--- src/rtl/aud_ser_tx_pkg.sv ---
package aud_ser_tx_pkg;

    typedef enum logic [1:0] {
        FMT_MJ_0 = 2'b00,
        FMT_MJ_1 = 2'b01,
        FMT_MJ_2 = 2'b10,
        FMT_I2S  = 2'b11
    } fmt_e;

    typedef enum logic [1:0] {
        ST_SYNC  = 2'd0,
        ST_LEFT  = 2'd1,
        ST_RIGHT = 2'd2
    } slot_st_e;

endpackage

--- src/rtl/aud_ser_tx_clkgen.sv ---
module aud_ser_tx_clkgen #(
    parameter int HALF_DIV   = 4,
    parameter int FRAME_BITS = 64
) (
    input  logic clk,
    input  logic rst_n,
    input  logic en,
    input  logic i2s,
    input  logic fs32,
    output logic bclk_o,
    output logic wclk_o,
    output logic tick_o
);
    localparam int DVW   = $clog2(HALF_DIV + 1);
    localparam int CW    = $clog2(FRAME_BITS);
    localparam int SHORT = FRAME_BITS / 2;

    logic [DVW-1:0] div_q;
    logic [CW-1:0]  bit_q, bit_nx, last_bit, half_bits;
    logic           bclk_q, wclk_q, tick_q;

    always_comb begin
        last_bit  = fs32 ? CW'(SHORT - 1) : CW'(FRAME_BITS - 1);
        half_bits = fs32 ? CW'(SHORT / 2) : CW'(FRAME_BITS / 2);
        bit_nx    = (bit_q >= last_bit) ? '0 : bit_q + 1'b1;
    end

    always_ff @(posedge clk) begin
        if (!rst_n || !en) begin
            div_q  <= '0;
            bclk_q <= 1'b0;
            wclk_q <= 1'b0;
            tick_q <= 1'b0;
            bit_q  <= '1;
        end else begin
            tick_q <= 1'b0;
            if (div_q == DVW'(HALF_DIV - 1)) begin
                div_q  <= '0;
                bclk_q <= ~bclk_q;
                if (bclk_q) begin
                    bit_q  <= bit_nx;
                    wclk_q <= (bit_nx < half_bits) ^ i2s;
                    tick_q <= 1'b1;
                end
            end else begin
                div_q <= div_q + 1'b1;
            end
        end
    end

    assign bclk_o = bclk_q;
    assign wclk_o = wclk_q;
    assign tick_o = tick_q;

    // word clock moves only together with a falling bit clock
    assert_wclk_on_fall_R7: assert property (@(posedge clk) disable iff (!rst_n || !en)
        (wclk_q != $past(wclk_q)) |-> ($past(bclk_q) && !bclk_q));

    // slot strobe is raised only in the low phase of the bit clock
    assert_tick_low_phase_R7: assert property (@(posedge clk) disable iff (!rst_n || !en)
        tick_q |-> !bclk_q);

endmodule

--- src/rtl/aud_ser_tx_insync.sv ---
module aud_ser_tx_insync #(
    parameter int STAGES = 2
) (
    input  logic clk,
    input  logic rst_n,
    input  logic bclk_i,
    input  logic wclk_i,
    output logic tick_o,
    output logic wc_o
);
    logic [STAGES-1:0] b_sh, w_sh;
    logic              b_last, tick_q, wc_q;

    always_ff @(posedge clk) begin
        if (!rst_n) begin
            b_sh   <= '0;
            w_sh   <= '0;
            b_last <= 1'b0;
            tick_q <= 1'b0;
            wc_q   <= 1'b0;
        end else begin
            b_sh   <= {b_sh[STAGES-2:0], bclk_i};
            w_sh   <= {w_sh[STAGES-2:0], wclk_i};
            b_last <= b_sh[STAGES-1];
            tick_q <= b_last & ~b_sh[STAGES-1];
            wc_q   <= w_sh[STAGES-1];
        end
    end

    assign tick_o = tick_q;
    assign wc_o   = wc_q;

    // one strobe per falling external bit clock, never two in a row
    assert_single_strobe_R8: assert property (@(posedge clk) disable iff (!rst_n)
        tick_q |=> !tick_q);

endmodule

--- src/rtl/aud_ser_tx.sv ---
module aud_ser_tx #(
    parameter int DW          = 24,
    parameter int TW          = 16,
    parameter int HALF_DIV    = 4,
    parameter int FRAME_BITS  = 64,
    parameter int SYNC_STAGES = 2
) (
    input  logic          clk,
    input  logic          rst_n,
    input  logic [1:0]    fmt,
    input  logic          master,
    input  logic          fs32,
    input  logic [DW-1:0] smp_left,
    input  logic [DW-1:0] smp_right,
    input  logic          smp_valid,
    output logic          smp_ready,
    input  logic          bclk_i,
    input  logic          wclk_i,
    output logic          bclk_o,
    output logic          wclk_o,
    output logic          sdata_o
);
    import aud_ser_tx_pkg::*;

    localparam int PW = $clog2(DW) + 2;
    localparam logic [DW-1:0] TMASK = {{TW{1'b1}}, {(DW-TW){1'b0}}};

    logic          m_tick, m_wc, s_tick, s_wc, tick, wc;
    logic          i2s, left_lvl, slot_start, into_left;
    slot_st_e      state_q, state_nx;
    logic [DW-1:0] held_l, held_r, sh_q, raw_word, word;
    logic [PW-1:0] pos_q;
    logic          prev_wc, sdata_q;

    aud_ser_tx_clkgen #(
        .HALF_DIV   (HALF_DIV),
        .FRAME_BITS (FRAME_BITS)
    ) u_clkgen (
        .clk    (clk),
        .rst_n  (rst_n),
        .en     (master),
        .i2s    (i2s),
        .fs32   (fs32),
        .bclk_o (bclk_o),
        .wclk_o (m_wc),
        .tick_o (m_tick)
    );

    aud_ser_tx_insync #(
        .STAGES (SYNC_STAGES)
    ) u_insync (
        .clk    (clk),
        .rst_n  (rst_n),
        .bclk_i (bclk_i),
        .wclk_i (wclk_i),
        .tick_o (s_tick),
        .wc_o   (s_wc)
    );

    assign wclk_o = m_wc;

    always_comb begin
        i2s        = (fmt == FMT_I2S);
        left_lvl   = ~i2s;
        tick       = master ? m_tick : s_tick;
        wc         = master ? m_wc : s_wc;
        slot_start = tick && (wc != prev_wc);
        into_left  = slot_start && (wc == left_lvl);
        raw_word   = into_left ? (smp_valid ? smp_left : held_l) : held_r;
        word       = fs32 ? (raw_word & TMASK) : raw_word;
    end

    always_comb begin
        state_nx = state_q;
        unique case (state_q)
            ST_SYNC:  if (slot_start) state_nx = into_left ? ST_LEFT : ST_RIGHT;
            ST_LEFT:  if (slot_start) state_nx = ST_RIGHT;
            ST_RIGHT: if (slot_start) state_nx = ST_LEFT;
            default:  state_nx = ST_SYNC;
        endcase
    end

    always_ff @(posedge clk) begin
        if (!rst_n) state_q <= ST_SYNC;
        else        state_q <= state_nx;
    end

    always_ff @(posedge clk) begin
        if (!rst_n) begin
            held_l  <= '0;
            held_r  <= '0;
            sh_q    <= '0;
            pos_q   <= '0;
            prev_wc <= 1'b0;
            sdata_q <= 1'b0;
        end else begin
            if (tick) prev_wc <= wc;
            if (slot_start) begin
                pos_q <= '0;
                if (into_left && smp_valid) begin
                    held_l <= smp_left;
                    held_r <= smp_right;
                end
                if (i2s) begin
                    sdata_q <= sh_q[DW-1];
                    sh_q    <= word;
                end else begin
                    sdata_q <= word[DW-1];
                    sh_q    <= {word[DW-2:0], 1'b0};
                end
            end else if (tick) begin
                if (pos_q != '1) pos_q <= pos_q + 1'b1;
                if (state_q == ST_SYNC) begin
                    sdata_q <= 1'b0;
                end else begin
                    sdata_q <= sh_q[DW-1];
                    sh_q    <= {sh_q[DW-2:0], 1'b0};
                end
            end
        end
    end

    assign smp_ready = into_left;
    assign sdata_o   = sdata_q;

    // data moves only in the cycle after a falling-edge strobe
    assert_data_after_fall_R4: assert property (@(posedge clk) disable iff (!rst_n)
        !$stable(sdata_q) |-> $past(tick));

    // positions past the last data bit are low
    assert_trailing_zero_R6: assert property (@(posedge clk) disable iff (!rst_n)
        (tick && !slot_start && state_q != ST_SYNC && pos_q >= PW'(DW)) |=> !sdata_q);

    // ready is a single-cycle pulse
    assert_ready_pulse_R9: assert property (@(posedge clk) disable iff (!rst_n)
        smp_ready |=> !smp_ready);

    // the held pair changes only on an accepted handshake
    assert_hold_pair_R10: assert property (@(posedge clk) disable iff (!rst_n)
        !(smp_ready && smp_valid) |=> ($stable(held_l) && $stable(held_r)));

    // generated clock pins stay low in slave mode
    assert_slave_quiet_R8: assert property (@(posedge clk) disable iff (!rst_n)
        !master |-> (!bclk_o && !wclk_o));

endmodule

--- config.mk ---
export PLATFORM = sky130hd
export DESIGN_NAME = aud_ser_tx
export DESIGN_NICKNAME = d
export VERILOG_FILES = /design/src/rtl/aud_ser_tx_pkg.sv /design/src/rtl/aud_ser_tx_clkgen.sv /design/src/rtl/aud_ser_tx_insync.sv /design/src/rtl/aud_ser_tx.sv
export SDC_FILE = /design/constraint.sdc
export NUM_CORES = 1
export LEC_CHECK = 0
export BUFFER_PORTS_ARGS = -buffer_cell sky130_fd_sc_hd__buf_4
export CELL_PAD_IN_SITES_DETAIL_PLACEMENT = 1
export CELL_PAD_IN_SITES_GLOBAL_PLACEMENT = 1
export CORE_MARGIN = 10
export CORE_UTILIZATION = 43
export CTS_CLUSTER_DIAMETER = 30
export DETAILED_ROUTE_END_ITERATION = 16
export HOLD_SLACK_MARGIN = 0.03
export PLACE_DENSITY_LB_ADDON = 0.25
export SLEW_MARGIN = 30
export SYNTH_ARGS = -nofsm -noshare
export SYNTH_HDL_FRONTEND = slang
export SYNTH_SLANG_ARGS = --single-unit
--- constraint.sdc ---
create_clock -name clk -period 2.9 [get_ports clk]
set_clock_uncertainty 0.2 [all_clocks]
set_input_delay 0.435 -clock clk [delete_from_list [all_inputs] [get_ports clk]]
set_output_delay 0.435 -clock clk [all_outputs]
set_load 0.01 [all_outputs]
* Yosys cells after proc, flatten, opt, wreduce, memory -nomap -nowiden
Index checks and enable logic that the tools add are counted.
W data, S select, Z words.
** Word-level totals
- Output and inout bits :: 4
- Input bits :: 57
- Bits in registers :: 95
- Logic and storage cells :: 71
** Operators by class
- Magnitude comparators :: 2
- Multiplexer cells :: 22
- Reductions and logical operators :: 14
- Equality and inequality tests :: 9
- Bitwise logic cells :: 6
- Add/sub/neg operators :: 2
** Operators with widths (number)
- $mux W24 :: 6
- $mux W6 :: 3
- $mux W2 :: 4
- $mux W8 :: 1
- $mux W1 :: 7
- $add A6 B1 Y6 const B :: 1
- $ge A6 B6 Y1 :: 1
- $lt A6 B6 Y1 :: 1
- $ne A2 B2 Y1 const B :: 3
- $pmux W2 S3 :: 1
- $reduce_and A2 Y1 :: 3
- $eq A2 B2 Y1 const B :: 2
- $not A1 Y1 :: 4
- $reduce_or A2 Y1 :: 2
- $add A3 B1 Y3 const B :: 1
- $eq A3 B2 Y1 const B :: 1
- $logic_and A1 B1 Y1 :: 3
- $reduce_and A3 Y1 :: 1
- $eq A2 B1 Y1 const B :: 1
- $logic_not A1 Y1 :: 2
- $logic_not A2 Y1 :: 1
- $reduce_bool A2 Y1 :: 1
- $and A1 B1 Y1 :: 1
- $eq A1 B1 Y1 :: 1
- 3 further kinds :: 3

* Depth between registers and ports, before layout
Gate-level depths: netlist of run 1.
- Depth after elaboration :: 8
- Mapped depth :: 9
- Mapped depth without buffers :: 9

* Cells and area by module
From an unflattened synthesis of run 1, not the netlist that was laid out.
** Unflattened totals
- Cell total of the unflattened synthesis :: 517
- Area, all modules :: 4682.0 um2
** Modules (own cells, without submodules)
- aud_ser_tx :: area an instance 3892.5 um2, cells an instance 442, instances 1, seq. area each 1521.5 um2
- aud_ser_tx_clkgen :: area an instance 595.6 um2, cells an instance 61, instances 1, seq. area each 240.2 um2
- aud_ser_tx_insync :: area an instance 193.9 um2, cells an instance 14, instances 1, seq. area each 140.1 um2

* Worst setup path after synthesis of run 1
No wires, ideal clock.
- Kind :: input to register
- Start :: in fs32
- End :: reg u_clkgen.wclk_q (netlist: u_clkgen.wclk_o)
- Buffers on the path :: 0
- Data required time :: 2.574 ns
- Library setup time :: 0.126 ns
- Setup slack :: 0.594 ns
- Arrival time :: 1.980 ns
- Stages :: 9
- Cells stage by stage :: ha_1 > and3_1 > a31oi_1 > and2_1 > ha_1 > a21oi_1 > o211ai_1 > xnor2_1 > a21oi_1
** Between the ends
- Cells in the longest elaborated chain, start to end :: 5
- Elaborated cells between the ends (all ways) :: 6
- Classes of those cells :: 2 x order compare; 3 x mux; 1 x bitwise
** Ends and longest elaborated chain
- start, declared :: RTL line aud_ser_tx.sv:12 : input logic fs32,
- $mux W6 :: RTL line aud_ser_tx_clkgen.sv:23 : last_bit = fs32 ? CW'(SHORT - 1) : CW'(FRAME_BITS - 1);
- $ge A6 B6 Y1 :: RTL line aud_ser_tx_clkgen.sv:25 : bit_nx = (bit_q >= last_bit) ? '0 : bit_q + 1'b1;
- $mux W6 :: RTL line aud_ser_tx_clkgen.sv:25
- via u_clkgen.bit_nx[5] :: RTL line aud_ser_tx_clkgen.sv:19 : logic [CW-1:0] bit_q, bit_nx, last_bit, half_bits;
- $lt A6 B6 Y1 :: RTL line aud_ser_tx_clkgen.sv:42 : wclk_q <= (bit_nx < half_bits) ^ i2s;
- $xor A1 B1 Y1 :: RTL line aud_ser_tx_clkgen.sv:42
- end signal, assigned :: RTL line aud_ser_tx_clkgen.sv:42
- end, declared :: RTL line aud_ser_tx_clkgen.sv:20 : logic bclk_q, wclk_q, tick_q;
The timed path passes the listed nets, and every way through them passes these cells.
A chain may end at the register's enable or synchronous reset.

* Final worst setup path of run 1
- Start :: reg u_clkgen.wclk_q (netlist: u_clkgen.wclk_o)
- End :: out smp_ready
** Between the ends
- Cells in the longest elaborated chain, start to end :: 4
- Elaborated cells between the ends (all ways) :: 5
- Classes of those cells :: 2 x eq/ne; 1 x mux; 2 x reduce/logical
** Ends and longest elaborated chain
- $mux W1 * :: RTL line aud_ser_tx.sv:66 : wc = master ? m_wc : s_wc;
- $ne A1 B1 Y1 :: RTL line aud_ser_tx.sv:67 : slot_start = tick && (wc != prev_wc);
- $logic_and A1 B1 Y1 :: RTL line aud_ser_tx.sv:67
- $logic_and A1 B1 Y1 * :: RTL line aud_ser_tx.sv:68 : into_left = slot_start && (wc == left_lvl);
- end, declared :: RTL line aud_ser_tx.sv:16 : output logic smp_ready,
Mark *: on every way between the ends. The rest lies on a longest branch, timed or not.

==> out/metrics.csv, run 1 <==
metric;value;unit
final wirelength;12300;um
Unique masters post-synth;47;
synth cell count leaders;125 x nand2_1, 95 x dfxtp_1, 78 x a21oi_1;
Synthesized Nets;584;
Slew Limit Fails;0;
initial antenna violation count;0;
drt drc;0;
first-pass GRT wire length;20700;um
crit path DAT;2.05;ns
Synth Area in Simple Gates;17.7;%
status;finished clean;
critical-path cell list;mux2i_1 > buf_4 > xor2_4 > buf_6 > and3_1 > buf_4;
Worst Path Required;2.27;ns
Synth Area in Adders;1.38;%
Yosys top cell by area;dfxtp_1;
ranking of synthesized cells by area;dfxtp_1 42%, nand2_1 10%, mux2_2 9.2%;
Max stage delay on crit path;0.52;ns
top cell type's share of synthesized area;42.0;%
post-synthesis compound-gate area fraction;20.4;%
DP Cell Count;695;
final hold vios;0;
final non-filler cell total;712;
Global Route Usage Sum;16.8;%
Clk Latency, worst-skew pair;0.37;ns
ratio of cells with drive above 1 in the final layout;26.4;%
RD Place Congestion;0.797;
unrepaired setup endpoints after global routing;no;
Yosys warning total;0;
htree depth;3;
core outline area;10300;um2
die height;123;um
area grow syn2layout;18.0;%
DP HPWL;8390;um
most common cell in the netlist;nand2_1;
via count;3943;
Worst-Margin Slew;0.498;ns
n_diodes;0;
Slowest cell on crit path;dfxtp_1;
Hold Path Class;input port to flip-flop;
worst hold slack;0.0677;ns
Num Clock Sinks;95;
starting density of the core;44.0;%
final setup fails;0;
drt pass-1 iters;4;
Yosys reg bits;95;
Max rail drop VDD;0.262;mV
mux cell area share after synthesis;12.8;%
Die ar.;15000;um2
DR WL/cell;17.3;um
CTS tree;built;
top_reg_cell synth;dfxtp_1;
Die Wd;123;um
largest family of logic cells by synthesized area;compound AO/OA/AOI/OAI gates;
grt ovf;0;
Detailed Route Iter0 Violations;162;
Fmax;372;MHz
CTS Buffer Depth;2;
final setup TNS;0;ns
Rows;37;
vias per cell;5.54;
largest net degree at the start of global routing;49;
number of synthesized flops with an enable pin;0;
CP bufs+invs;3;
post-CTS setup buffers;0;
Setup CP Type;flip-flop to output pin;
Leak;2.02;nW
CTS resizes;0;
Gate Count Post-Synth;522;
Final nets;633;
TritonCTS Buffers;9;
Tcrit/Tclk final;92.7;%
sequential share of the synthesized area;42.0;%
Final min period;2.69;ns
slew margin rel.;66.8;%
hold_buf cts;0;
Worst Path Max Fanout;28;
Overall Power;2.49;mW
root buffer cell;clkbuf_8;
Worst-path clk slew;0.10;ns
PwrDens;467;nW/um2
Setup crit start kind;flip-flop;
syn avg cell area;8.67;um2
most used cell, CP;buf_4;
vias in the first global route;4232;
# port buffers;60;
post-route ant nets;0;
XOR/XNOR Fraction of Synth Area;0.968;%
Worst setup EP type;output pin;
IO Pins;61;
asr flop ratio synth;0;%
MaxCap Viol Count;0;
Top delay family on crit path;buffers and inverters;
post-synthesis cell area;4520;um2
==> layout by cell type (no fill, tap or decap), types with 2 or more instances in the layout <==
master	netlist	final
a221o_1	2	2
nand2_1	125	125
mux2_4	8	8
nor2_1	8	8
clkbuf_8	0	9
o211ai_1	2	2
and2_1	10	10
ha_1	5	5
inv_1	3	3
dfxtp_1	95	95
a221oi_1	8	8
clkinv_4	0	2
a31oi_1	8	8
bufinv_16	0	2
buf_12	1	3
nor3_2	2	2
mux2_1	3	3
and3_1	3	3
a221oi_2	9	9
nand3_1	21	21
o21ai_0	27	27
nand3b_1	2	2
nor3_1	5	5
clkinv_2	0	2
xnor2_1	3	3
clkinv_1	2	2
buf_4	3	70
mux2_2	37	37
a21oi_1	78	78
==> registers in the layout (all words and copies together) (netlist names) <==
signal / flops
held_r: 24
state_q: 2
u_insync.b_sh: 2
held_l: 24
u_insync.tick_o: 1
sh_q: 24
u_clkgen.wclk_o: 1
u_clkgen.tick_o: 1
u_clkgen.div_q: 3
u_insync.wc_o: 1
u_insync.w_sh: 2
u_insync.b_last: 1
sdata_o: 1
u_clkgen.bclk_o: 1
u_clkgen.bit_q: 6
prev_wc: 1
==> worst register-to-register path: cells and delay by family (launching register included) <==
family	cells	cell delay (ns)
AO/OA/AOI/OAI	2	0.44
buffers and inverters	2	0.49
multiplexers	2	0.54
XOR/XNOR	1	0.17
flip-flops	1	0.52
==> cell type report <==
class	count	area, um2
inverters	5	18.8
clock inverters	7	96.3
clock buffers	9	124
multi-input cells	386	2430
fillers	1260	4940
repair buffers	74	597
flip-flops and latches	95	1900
well taps	136	170
==> power breakdown <==
group | internal (mW) | leakage (nW) | switching (mW) | total [mW]
Sequential | 1.31 | 0.767 | 0.00370 | 1.31
Clock | 0.489 | 0.114 | 0.497 | 0.985
Combinational | 0.101 | 1.14 | 0.0935 | 0.194
Total | 1.90 | 2.02 | 0.594 | 2.49
==> per-layer routing <==
metal  vias to the layer above  part of all wire (%)  track usage (%)
met4                         0                   1.3             6.04
met2                        65                    47             27.9
li1                       1950                     -                -
met3                        11                   4.6             4.04
met1                      1917                    47             20.8
met5                         -                     0                0
==> final timing paths <==
path                                      end                         start  cells past startpoint  slack [ns]
setup reg to reg        sh_q[12]$_SDFFE_PN0P_  u_clkgen.wclk_o$_SDFFE_PP0P_                      7        0.42
hold reg to reg    u_insync.tick_o$_SDFF_PN0_   u_insync.b_sh[1]$_SDFF_PN0_                      1        0.21
hold / removal    u_insync.b_sh[0]$_SDFF_PN0_                        bclk_i                      2        0.07
setup / recovery                    smp_ready  u_clkgen.wclk_o$_SDFFE_PP0P_                      6        0.21
==> stage by stage <==
stage	area, um2	setup WS, ns	utilization [%]
finish	5340	0.212	51.9
global route	5340	0.0935	51.9
CTS	5310	0.0640	51.7
detailed placement	5090	0.267	49.6
global placement	5090	0.334	49.6
floorplan	4520	0.594	-
==> logic make-up after synthesis <==
| kind of cell | count (synthesis) |
|---|---|
| simple gates | 183 |
| compound gates | 144 |
| flops | 95 |
| buf+inv | 41 |
| xor+xnor | 5 |
| fa+ha+maj | 5 |
| mux | 49 |
Power figures use the tool's default switching activity.
==> run 2: changes to the inputs <==
--- a/config.mk
+++ b/config.mk
@@ -6,13 +6,12 @@
 export NUM_CORES = 1
 export LEC_CHECK = 0
 export BUFFER_PORTS_ARGS = -buffer_cell sky130_fd_sc_hd__buf_4
-export CELL_PAD_IN_SITES_DETAIL_PLACEMENT = 1
-export CELL_PAD_IN_SITES_GLOBAL_PLACEMENT = 1
 export CORE_MARGIN = 10
-export CORE_UTILIZATION = 43
+export CORE_UTILIZATION = 53
 export CTS_CLUSTER_DIAMETER = 30
 export DETAILED_ROUTE_END_ITERATION = 16
 export HOLD_SLACK_MARGIN = 0.03
+export MAX_ROUTING_LAYER = met4
 export PLACE_DENSITY_LB_ADDON = 0.25
 export SLEW_MARGIN = 30
 export SYNTH_ARGS = -nofsm -noshare
==> out/metrics.csv, run 2 (same netlist as run 1, synthesis figures left out) <==
metric;value;unit;change
Top delay family on crit path;flip-flops;;
final setup TNS;0;ns;unchanged
Setup CP Type;flip-flop to output pin;;
htree depth;3;;unchanged
Worst-Margin Slew;0.515;ns;+0.0166 ns
Worst Path Max Fanout;29;;+3.6%
root buffer cell;clkbuf_8;;
ratio of cells with drive above 1 in the final layout;26.2;%;-0.22 points
slew margin rel.;65.7;%;-1.1 points
PwrDens;445;nW/um2;-4.7%
Final min period;2.56;ns;-0.125 ns
Global Route Usage Sum;17.0;%;+0.18 points
Final nets;634;;+0.16%
initial antenna violation count;0;;unchanged
die height;112;um;-8.3%
Detailed Route Iter0 Violations;211;;+30%
Worst setup EP type;output pin;;
commonest cells after routing, fill and taps aside;125 x nand2_1, 95 x dfxtp_1, 78 x a21oi_1, 74 x buf_4, 37 x mux2_2;;
commonest non-fill, non-tap cell in the layout;nand2_1;;
Clock power frac;35.4;%;-4.1 points
# fillers;723;;-43%
Num Clock Sinks;95;;unchanged
post-CTS setup buffers;0;;unchanged
r2r startpoint;u_clkgen.bit_q[5]$_SDFFE_PP1P_;;
worst hold slack;0.0931;ns;+0.0254 ns
Switch Pwr;554;uW;-6.7%
# port buffers;60;;unchanged
final setup fails;0;;unchanged
CP bufs+invs;2;;-1
Max stage delay on crit path;0.40;ns;-0.12 ns
final hold vios;0;;unchanged
biggest regs;held_l: 24 flops, held_r: 24 flops, sh_q: 24 flops;;
drt pass-1 iters;4;;unchanged
CTS tree;built;;
CP startpoint;u_clkgen.wclk_o$_SDFFE_PP0P_;;
via count;3852;;-2.3%
Tcrit/Tclk final;88.4;%;-4.3 points
vias per cell;5.65;;+2.0%
hold_buf cts;0;;unchanged
Final Util;63.3;%;+11 points
Worst-path clk slew;0.09;ns;about the same
sw frac;23.8;%;about the same
Reg area;1900;um2;unchanged
vias in the first global route;3803;;-10%
Internal;1.77;mW;-6.7%
core outline area;8260;um2;-20%
Multi-input gate area;2420;um2;-0.51%
Clk Latency, worst-skew pair;0.35;ns;-0.02 ns
area grow syn2layout;15.6;%;
IO Pins;61;;unchanged
Flop pwr share;56.5;%;+3.8 points
Leak;1.99;nW;-1.5%
Hold Path Class;input port to flip-flop;;
Die ar.;12600;um2;-16%
Rows;33;;-11%
Fmax;390;MHz;+4.9%
crit path DAT;1.93;ns;-0.12 ns
Reg2Reg Setup Slack;0.53;ns;+0.11 ns
Slew Limit Fails;0;;unchanged
Setup crit start kind;flip-flop;;
n_diodes;0;;unchanged
CTS Buffer Depth;2;;unchanged
post-route ant nets;0;;unchanged
DP HPWL;7230;um;-14%
CTS resizes;0;;unchanged
largest net degree at the start of global routing;49;;unchanged
TritonCTS Buffers;9;;unchanged
starting density of the core;54.8;%;+11 points
grt ovf;0;;unchanged
drt drc;0;;unchanged
Worst Path Required;2.27;ns;about the same
RD Place Congestion;0.813;;+2.1%
DR WL/cell;15.2;um;-12%
unrepaired setup endpoints after global routing;no;;
status;finished clean;;
Slowest cell on crit path;dfxtp_1;;
Max rail drop VDD;0.306;mV;+17%
MaxCap Viol Count;0;;unchanged
final wirelength;10400;um;-16%
Die Wd;112;um;-8.3%
part of the power in combinational logic;8.1;%;+0.3 points
first-pass GRT wire length;17900;um;-14%
critical-path cell list;mux2i_1 > xor2_2 > buf_12 > and3_1 > buf_4;;
startpoint of the worst hold path;wclk_i;;
[run 2: changes by cell type in the layout (fill, tap and decap cells not counted), sizes merged]
| cell | previous run | this run |
|---|---|---|
| clkbuf | 9 | 12 |
| clkinv | 6 | 3 |
| bufinv | 2 | 0 |
| buf | 74 | 75 |
| clkinvlp | 0 | 2 |
[run 2: per-stage QoR]
stage	std cells	instance area [um2]	setup WS (ns)	total power, mW
floorplan	522	4520	0.594	1.45
CTS	682	5230	0.293	2.34
global route	682	5230	0.230	2.41
finish	682	5230	0.337	2.33
detailed placement	666	5040	0.296	1.53
global placement	666	5040	0.379	1.53
[run 2: worst paths after layout]
path	to	cells after the start
max	smp_ready	5
min	u_insync.w_sh[0]$_SDFF_PN0_	2
max reg2reg	u_clkgen.wclk_o$_SDFFE_PP0P_	9
min reg2reg	u_insync.tick_o$_SDFF_PN0_	1
[run 2: final cells by class]
| cell class | instances | area share, % |
|---|---|---|
| timing repair buffer | 75 | 11.0 |
| inverter | 5 | 0.359 |
| sequential | 95 | 36.4 |
| clock inverter | 4 | 0.550 |
| multi-input combinational | 386 | 46.2 |
| clock buffer | 12 | 2.97 |
| tap | 105 | 2.51 |
[run 2: power by group through the flow]
stage | registers, mW | clock network [mW] | logic, mW
after detailed placement | 1.34 | 0 | 0.191
after global routing | 1.31 | 0.889 | 0.206
after CTS | 1.31 | 0.840 | 0.191
after floorplan | 1.34 | 0 | 0.106
final | 1.31 | 0.824 | 0.189
after global placement | 1.34 | 0 | 0.187
[run 2: metal layers]
metal | GRT usage [%] | vias to the layer above | wire, um
li1 | - | 1942 | -
met1 | 21.2 | 1807 | 4770
met2 | 26.5 | 98 | 4970
met3 | 3.94 | 5 | 571
met4 | 5.58 | 0 | 68
met5 | - | - | 0
